**src/rtl/flash_cmd_pkg.sv**
```systemverilog
package flash_cmd_pkg;

  typedef enum logic [3:0] {
    SEQ_IDLE, SEQ_UNL1, SEQ_UNL2, SEQ_PADDR,
    SEQ_ERA1, SEQ_ERA2, SEQ_ERA3, SEQ_BERA, SEQ_BEXIT
  } seqState_t;

  typedef enum logic [1:0] {OP_NONE, OP_PROG, OP_CHIP, OP_SECT} opKind_t;

  typedef struct packed {
    logic accept;
    logic doProg;
    logic doChip;
    logic doSect;
    logic doSusp;
    logic doResume;
    logic setBypass;
    logic clrBypass;
    logic setAutosel;
    logic keepAutosel;
    logic setWait;
    logic setPs;
  } cmdStrobe_t;

  localparam logic [7:0] CODE_UNLOCK1  = 8'hAA;
  localparam logic [7:0] CODE_UNLOCK2  = 8'h55;
  localparam logic [7:0] CODE_PROG     = 8'hA0;
  localparam logic [7:0] CODE_ERASE    = 8'h80;
  localparam logic [7:0] CODE_CHIP     = 8'h10;
  localparam logic [7:0] CODE_SECT     = 8'h30;
  localparam logic [7:0] CODE_RESUME   = 8'h30;
  localparam logic [7:0] CODE_SUSPEND  = 8'hB0;
  localparam logic [7:0] CODE_BYPASS   = 8'h20;
  localparam logic [7:0] CODE_AUTOSEL  = 8'h90;
  localparam logic [7:0] CODE_BYP_EXIT = 8'h00;
  localparam logic [7:0] CODE_WAIT     = 8'hC0;
  localparam logic [7:0] CODE_PSAVE    = 8'h70;

endpackage

```
**src/rtl/flash_cmd_ctrl.sv**
```systemverilog
module flash_cmd_ctrl
  import flash_cmd_pkg::*;
#(
  parameter int CMP_AW = 11
) (
  input  logic              clk,
  input  logic              rstN,
  input  logic              wrValid,
  input  logic [CMP_AW-1:0] cmpAddr,
  input  logic [7:0]        cmpData,
  input  logic              busy,
  input  opKind_t           activeOp,
  input  logic              suspendMode,
  input  logic              bypassMode,
  output cmdStrobe_t        strb
);

  localparam logic [CMP_AW-1:0] ADDR_FIRST  = CMP_AW'(11'h555);
  localparam logic [CMP_AW-1:0] ADDR_SECOND = CMP_AW'(11'h2AA);

  seqState_t state, nxt;
  logic atFirst, firstUnlock, secondUnlock;

  assign atFirst      = (cmpAddr == ADDR_FIRST);
  assign firstUnlock  = atFirst && (cmpData == CODE_UNLOCK1);
  assign secondUnlock = (cmpAddr == ADDR_SECOND) && (cmpData == CODE_UNLOCK2);

  always_comb begin
    strb = '0;
    nxt  = state;
    if (wrValid) begin
      if (busy) begin
        strb.doSusp = (cmpData == CODE_SUSPEND) && (activeOp == OP_SECT) && !suspendMode;
      end else begin
        strb.accept = 1'b1;
        nxt = SEQ_IDLE;
        case (state)
          SEQ_IDLE: begin
            if (suspendMode && cmpData == CODE_RESUME) begin
              strb.doResume = 1'b1;
            end else if (bypassMode) begin
              if (cmpData == CODE_PROG) nxt = SEQ_PADDR;
              else if (cmpData == CODE_ERASE && !suspendMode) nxt = SEQ_BERA;
              else if (cmpData == CODE_AUTOSEL) nxt = SEQ_BEXIT;
            end else if (firstUnlock) begin
              nxt = SEQ_UNL1;
              strb.keepAutosel = 1'b1;
            end
          end
          SEQ_UNL1: begin
            if (secondUnlock) begin
              nxt = SEQ_UNL2;
              strb.keepAutosel = 1'b1;
            end
          end
          SEQ_UNL2: begin
            if (atFirst) begin
              case (cmpData)
                CODE_PROG:    nxt = SEQ_PADDR;
                CODE_ERASE:   if (!suspendMode) nxt = SEQ_ERA1;
                CODE_BYPASS:  strb.setBypass = 1'b1;
                CODE_AUTOSEL: strb.setAutosel = 1'b1;
                CODE_WAIT:    strb.setWait = 1'b1;
                CODE_PSAVE:   strb.setPs = 1'b1;
                default:      ;
              endcase
            end
          end
          SEQ_PADDR: strb.doProg = 1'b1;
          SEQ_ERA1:  if (firstUnlock) nxt = SEQ_ERA2;
          SEQ_ERA2:  if (secondUnlock) nxt = SEQ_ERA3;
          SEQ_ERA3: begin
            if (atFirst && cmpData == CODE_CHIP) strb.doChip = 1'b1;
            else if (cmpData == CODE_SECT) strb.doSect = 1'b1;
          end
          SEQ_BERA: begin
            if (cmpData == CODE_CHIP) strb.doChip = 1'b1;
            else if (cmpData == CODE_SECT) strb.doSect = 1'b1;
          end
          SEQ_BEXIT: if (cmpData == CODE_BYP_EXIT) strb.clrBypass = 1'b1;
          default: nxt = SEQ_IDLE;
        endcase
      end
    end
  end

  always_ff @(posedge clk or negedge rstN) begin
    if (!rstN) state <= SEQ_IDLE;
    else       state <= nxt;
  end

endmodule

```
**src/rtl/flash_cmd_datapath.sv**
```systemverilog
module flash_cmd_datapath
  import flash_cmd_pkg::*;
#(
  parameter int ADDR_W   = 21,
  parameter int DATA_W   = 16,
  parameter int WAIT_W   = 2,
  parameter int WAIT_LSB = 12
) (
  input  logic              clk,
  input  logic              rstN,
  input  cmdStrobe_t        strb,
  input  logic [ADDR_W-1:0] wrAddr,
  input  logic [DATA_W-1:0] wrData,
  output logic              progPulse,
  output logic              chipErasePulse,
  output logic              sectorErasePulse,
  output logic              suspendPulse,
  output logic              resumePulse,
  output logic [ADDR_W-1:0] opAddr,
  output logic [DATA_W-1:0] opData,
  output logic              autoselMode,
  output logic              bypassMode,
  output logic              suspendMode,
  output logic              psEnable,
  output logic [WAIT_W-1:0] waitSel,
  output opKind_t           activeOp
);

  logic anyOp;
  assign anyOp = strb.doProg | strb.doChip | strb.doSect | strb.doSusp | strb.doResume;

  always_ff @(posedge clk or negedge rstN) begin
    if (!rstN) begin
      progPulse        <= 1'b0;
      chipErasePulse   <= 1'b0;
      sectorErasePulse <= 1'b0;
      suspendPulse     <= 1'b0;
      resumePulse      <= 1'b0;
      opAddr           <= '0;
      opData           <= '0;
      autoselMode      <= 1'b0;
      bypassMode       <= 1'b0;
      suspendMode      <= 1'b0;
      psEnable         <= 1'b0;
      waitSel          <= '1;
      activeOp         <= OP_NONE;
    end else begin
      progPulse        <= strb.doProg;
      chipErasePulse   <= strb.doChip;
      sectorErasePulse <= strb.doSect;
      suspendPulse     <= strb.doSusp;
      resumePulse      <= strb.doResume;
      if (anyOp) begin
        opAddr <= wrAddr;
        opData <= wrData;
      end
      if (strb.doProg)                      activeOp <= OP_PROG;
      else if (strb.doChip)                 activeOp <= OP_CHIP;
      else if (strb.doSect | strb.doResume) activeOp <= OP_SECT;
      if (strb.doSusp)        suspendMode <= 1'b1;
      else if (strb.doResume) suspendMode <= 1'b0;
      if (strb.setBypass)      bypassMode <= 1'b1;
      else if (strb.clrBypass) bypassMode <= 1'b0;
      if (strb.accept) autoselMode <= strb.setAutosel | (autoselMode & strb.keepAutosel);
      if (strb.setWait) waitSel <= wrAddr[WAIT_LSB +: WAIT_W];
      if (strb.setPs)   psEnable <= 1'b1;
    end
  end

endmodule

```
**src/rtl/flash_cmd_decoder.sv**
```systemverilog
module flash_cmd_decoder
  import flash_cmd_pkg::*;
#(
  parameter int ADDR_W   = 21,
  parameter int DATA_W   = 16,
  parameter int CMP_AW   = 11,
  parameter int WAIT_W   = 2,
  parameter int WAIT_LSB = 12
) (
  input  logic              clk,
  input  logic              rstN,
  input  logic              wrValid,
  input  logic [ADDR_W-1:0] wrAddr,
  input  logic [DATA_W-1:0] wrData,
  input  logic              busy,
  output logic              progPulse,
  output logic              chipErasePulse,
  output logic              sectorErasePulse,
  output logic              suspendPulse,
  output logic              resumePulse,
  output logic [ADDR_W-1:0] opAddr,
  output logic [DATA_W-1:0] opData,
  output logic              autoselMode,
  output logic              bypassMode,
  output logic              suspendMode,
  output logic              psEnable,
  output logic [WAIT_W-1:0] waitSel
);

  localparam int CODE_W = 8;

  cmdStrobe_t strb;
  opKind_t    activeOp;

  flash_cmd_ctrl #(.CMP_AW(CMP_AW)) ctrl_i (
    .clk         (clk),
    .rstN        (rstN),
    .wrValid     (wrValid),
    .cmpAddr     (wrAddr[CMP_AW-1:0]),
    .cmpData     (wrData[CODE_W-1:0]),
    .busy        (busy),
    .activeOp    (activeOp),
    .suspendMode (suspendMode),
    .bypassMode  (bypassMode),
    .strb        (strb)
  );

  flash_cmd_datapath #(
    .ADDR_W(ADDR_W), .DATA_W(DATA_W), .WAIT_W(WAIT_W), .WAIT_LSB(WAIT_LSB)
  ) dp_i (
    .clk              (clk),
    .rstN             (rstN),
    .strb             (strb),
    .wrAddr           (wrAddr),
    .wrData           (wrData),
    .progPulse        (progPulse),
    .chipErasePulse   (chipErasePulse),
    .sectorErasePulse (sectorErasePulse),
    .suspendPulse     (suspendPulse),
    .resumePulse      (resumePulse),
    .opAddr           (opAddr),
    .opData           (opData),
    .autoselMode      (autoselMode),
    .bypassMode       (bypassMode),
    .suspendMode      (suspendMode),
    .psEnable         (psEnable),
    .waitSel          (waitSel),
    .activeOp         (activeOp)
  );

endmodule

```
**config.mk**
```make
export PLATFORM = sky130hd
export DESIGN_NAME = flash_cmd_decoder
export DESIGN_NICKNAME = d
export VERILOG_FILES = /design/src/rtl/flash_cmd_pkg.sv /design/src/rtl/flash_cmd_ctrl.sv /design/src/rtl/flash_cmd_datapath.sv /design/src/rtl/flash_cmd_decoder.sv
export SDC_FILE = /design/constraint.sdc
export NUM_CORES = 1
export LEC_CHECK = 0
export BUFFER_PORTS_ARGS = -buffer_cell sky130_fd_sc_hd__buf_2
export CAP_MARGIN = 20
export CORE_AREA = 4 4 71 90
export CTS_BUF_LIST = sky130_fd_sc_hd__clkbuf_8
export DETAILED_ROUTE_END_ITERATION = 16
export DIE_AREA = 0 0 75 94
export PLACE_DENSITY = 0.83
export SLEW_MARGIN = 20
export SYNTH_ARGS = -nofsm -noshare
export SYNTH_HDL_FRONTEND = slang
export SYNTH_HIERARCHICAL = 1
export SYNTH_SLANG_ARGS = --single-unit
```
**constraint.sdc**
```tcl
create_clock -name clk -period 1.9 [get_ports clk]
set_input_delay 0.19 -clock clk [delete_from_list [all_inputs] [get_ports clk]]
set_output_delay 0.19 -clock clk [all_outputs]
set_load 0.03 [all_outputs]
```
==> summary.md <==
| Metric | Value |
|---|---|
| Slowest stage cell, crit path | sky130_fd_sc_hd__or4_4 |
| Starting density of the core | 45.3% |
| Post-synthesis async set-or-reset flop share | 100% |
| Count of distinct cell types in the synthesized netlist | 49 |
| Router iterations before antenna repair | 4 |
| Leakage power of the design | 1.93 nW |
| Latest clock arrival within the worst-skew pair | 0.31 ns |
| Placeable Area | 0.00562 mm^2 |
| Class of the tightest hold or removal check | in2reg |
| Delay contributed by the slowest stage of the critical path | 0.54 ns |
| Clock transition time at the flip-flop clock pins of the worst setup and hold paths | 0.10 ns |
| Failing checks | setup timing |
| Cells traversed along the worst timing path | buf_6 > or4_4 > or3_4 > nor4_4 > o21ai_1 > nor2_2 > nor3_4 > nand2_4 > buf_12 > buf_16 > mux2_4 |
| Area enclosed by the die boundary | 0.00705 mm^2 |
| Final setup violation count | 37 |
| Io pins | 89 |
| Slew at the pin closest to its max-slew limit | 0.537 ns |
| Ratio of total power to cell area | 532 mW/mm^2 |
| Most frequent cells in the layout | 86 x sky130_fd_sc_hd__buf_2, 49 x sky130_fd_sc_hd__dfrtp_1, 40 x sky130_fd_sc_hd__buf_4, 36 x sky130_fd_sc_hd__mux2_4, 9 x sky130_fd_sc_hd__nand2_1 |
| Site Rows | 31 |
| Number of instances in the synthesized netlist | 185 |
| Run status | finished with violations |
| Number of antenna violations at the first check in global routing | 0 |
| Most common library cell in the layout ignoring fill and taps | sky130_fd_sc_hd__buf_2 |
| Chip Width | 75 um |
| Final-stage net count | 363 |
| Proportion of layout cells with a drive suffix above 1 | 63.5% |
| Global-route wire length before repair | 10.8 mm |
| Post-Synthesis Cell Area | 0.00254 mm^2 |
| Wire per inst | 17.6 um |
| Multiplexer share of the synthesized area | 21.7% |
| CTS root buf | sky130_fd_sc_hd__clkbuf_8 |
| Via density | 5.32 |
| End-of-flow core utilization | 65.0% |
| Net count of the mapped netlist | 226 |
| Detail Placement HPWL | 5.07 mm |
| Area added between synthesis and finish | 43.7% |
| Worst IR drop on VDD | 0.505 mV |
| Number of endpoints with negative hold slack in the final report | 0 |
| DRC marker count from the first detailed-route iteration | 85 |
| Vias in the first global route | 2228 |
| Die outline height | 94 um |
| Maximum count of clock buffers along a single path | 2 |
| Slew margin rel. | 64.2% |
| Largest family of logic cells by synthesized area | multiplexers |
| Final GP Congestion | 0.879 |
| Total overflow reported by the global router | 0 |
| CTS Sinks | 54 |
| Antenna diode instance count | 0 |
| Tightest hold margin | 0.107 ns |
| Average footprint of a synthesized cell | 13.8 um^2 |
| Max Clk Rate | 0.454 GHz |
| Adder-cell share of the synthesized area | 0% |
| Synth Flop Type | sky130_fd_sc_hd__dfrtp_1 |
| Warnings from Yosys | 6 |
| Crit path time final | 2.20 ns |
| Arrival time at the worst endpoint | 2.39 ns |
| Endpoint type of the worst setup path | flop |
| DR vias | 2071 |
| Share of the cycle needed by the critical path after routing | 116% |
| CP Max Fanout | 8 |
| Post-synthesis compound-gate area fraction | 4.87% |
| Critical path type | in2reg |
| Area share of and/or/nand/nor cells after synthesis | 18.2% |
| Synthesized-area fraction occupied by xor and xnor cells | 0% |
| Setup WS post-layout | -0.301 ns |
| RSZ-0062 raised after global routing | yes |
| TritonCTS clock tree | built |
| Pin count of the biggest net entering global routing | 25 |
| Routed Antenna Nets | 0 |
| Level count of the clock H-tree | 2 |
| Max-capacitance violation count | 0 |
| Setup clock skew after layout | 0.00899 ns |
| Gr usage total | 20.1% |
| Drt total wl | 6.85 mm |
| Critical path data required time | 2.09 ns |
| Kind of start point of the critical path | input pin |
| Total clock buffers created by CTS | 5 |
| Proportion of synthesized chip area in sequential cells | 53.2% |
| Count of flip-flops with a built-in enable after synthesis | 0 |
| DRC Markers | 0 |
| Final Slew Violations | 0 |
| Count of state elements after synthesis | 54 |
| Port buffer count | 88 |
sequential cells by signal, summed over array words and instances, names as in the netlist:
signal                 count
dp_i/suspendMode           1
ctrl_i/state               4
dp_i/chipErasePulse        1
dp_i/progPulse             1
dp_i/opData               16
dp_i/waitSel               2
dp_i/bypassMode            1
dp_i/opAddr               21
dp_i/sectorErasePulse      1
dp_i/psEnable              1
dp_i/activeOp              2
dp_i/suspendPulse          1
dp_i/autoselMode           1
dp_i/resumePulse           1
worst paths after layout:
kind,slack (ns),cells past startpoint,to,start
setup / recovery,-0.30,11,dp_i/opAddr[4],wrData[0]
hold / removal,0.11,2,dp_i/opAddr[17],wrAddr[17]
setup reg to reg,-0.10,9,dp_i/opAddr[4],ctrl_i/state[1]
hold reg to reg,0.48,1,dp_i/psEnable,dp_i/psEnable
max in group asynchronous,0.84,3,ctrl_i/state[0],rstN
min in group asynchronous,0.39,2,dp_i/activeOp[1],rstN
logic make-up after synthesis:
logic type	after synthesis
flip-flops	54
multiplexers	39
AND/OR/NAND/NOR	68
buffers and inverters	8
AO/OA/AOI/OAI	16
where the power goes:
group	leakage [nW]	switching (mW)	internal, mW	total, mW
sequential	0.737	0.000255	1.15	1.15
combinational	1.15	0.0840	0.0747	0.159
clock	0.0441	0.377	0.260	0.637
critical path: cells and delay by family:
kind                   cells  cell delay (ns)
and+or+nand+nor            6             1.44
buffers and inverters      3             0.33
muxes                      1             0.29
AOI/OAI and AO/OA          1             0.12
cell type report:
class	instances	area, um^2
Multi-Input combinational cell	123	1250
Sequential cell	54	1360
Timing Repair Buffer	134	862
Fill cell	400	1970
Clock buffer	5	68.8
Clock inverter	3	21.3
Tap cell	66	82.6
Inverter	4	15.0
cell usage after synthesis, types with 2 or more instances:
cell type                   count  share of area [%]
sky130_fd_sc_hd__or4bb_1        2               0.88
sky130_fd_sc_hd__nor3b_1        2               0.59
sky130_fd_sc_hd__and4_1         2               0.69
sky130_fd_sc_hd__a21o_1         2               0.59
sky130_fd_sc_hd__dfstp_2        2                2.1
sky130_fd_sc_hd__a21oi_1        2               0.39
sky130_fd_sc_hd__nor4b_1        2               0.69
sky130_fd_sc_hd__nor4_1         6                1.5
sky130_fd_sc_hd__or2_2          2               0.49
sky130_fd_sc_hd__o21ai_0        2               0.39
sky130_fd_sc_hd__dfrtp_1       52                 51
sky130_fd_sc_hd__mux2_2         9                4.0
sky130_fd_sc_hd__or3_1          3               0.74
sky130_fd_sc_hd__buf_6          3                1.3
sky130_fd_sc_hd__nand4bb_1      2               0.88
sky130_fd_sc_hd__and3_1         2               0.49
sky130_fd_sc_hd__nand2_1        9                1.3
sky130_fd_sc_hd__nand2b_1       4               0.98
sky130_fd_sc_hd__inv_1          4               0.59
sky130_fd_sc_hd__nor3_1         3               0.59
sky130_fd_sc_hd__nand3_1        4               0.79
sky130_fd_sc_hd__nand4b_1       2               0.69
sky130_fd_sc_hd__mux2_4        30                 18
sky130_fd_sc_hd__nor2_1         9                1.3
stage by stage:
stage	total power [mW]	TNS, ns	worst slack (ns)	instance area [um^2]	instances
CTS	1.96	-6.90	-0.241	3580	387
floorplan	1.20	-15.70	-0.446	2580	185
global placement	1.32	-21.39	-0.598	3380	374
detailed placement	1.32	-22.72	-0.631	3380	374
finish	1.94	-9.22	-0.301	3660	389
global route	2.03	-11.29	-0.370	3660	389
per-layer routing:
metal,wire length [um],up-vias,track usage (%)
met4,164,0,6.23
met5,0,-,0
met3,399,15,3.43
met1,2810,1021,25.3
li1,-,954,-
met2,3480,81,34.4
what timing repair did:
item | CTS | global route
setup endpoints to repair | 39 | 41
hold buffers | 1 | 0
endpoints found under the hold margin | 21 | 0
pin swaps | 1 | 5
gates resized for setup | 11 | 11
buffers inserted | 4 | 2
gates cloned | 1 | 0
Note: power is estimated with default switching activity, not from simulation.
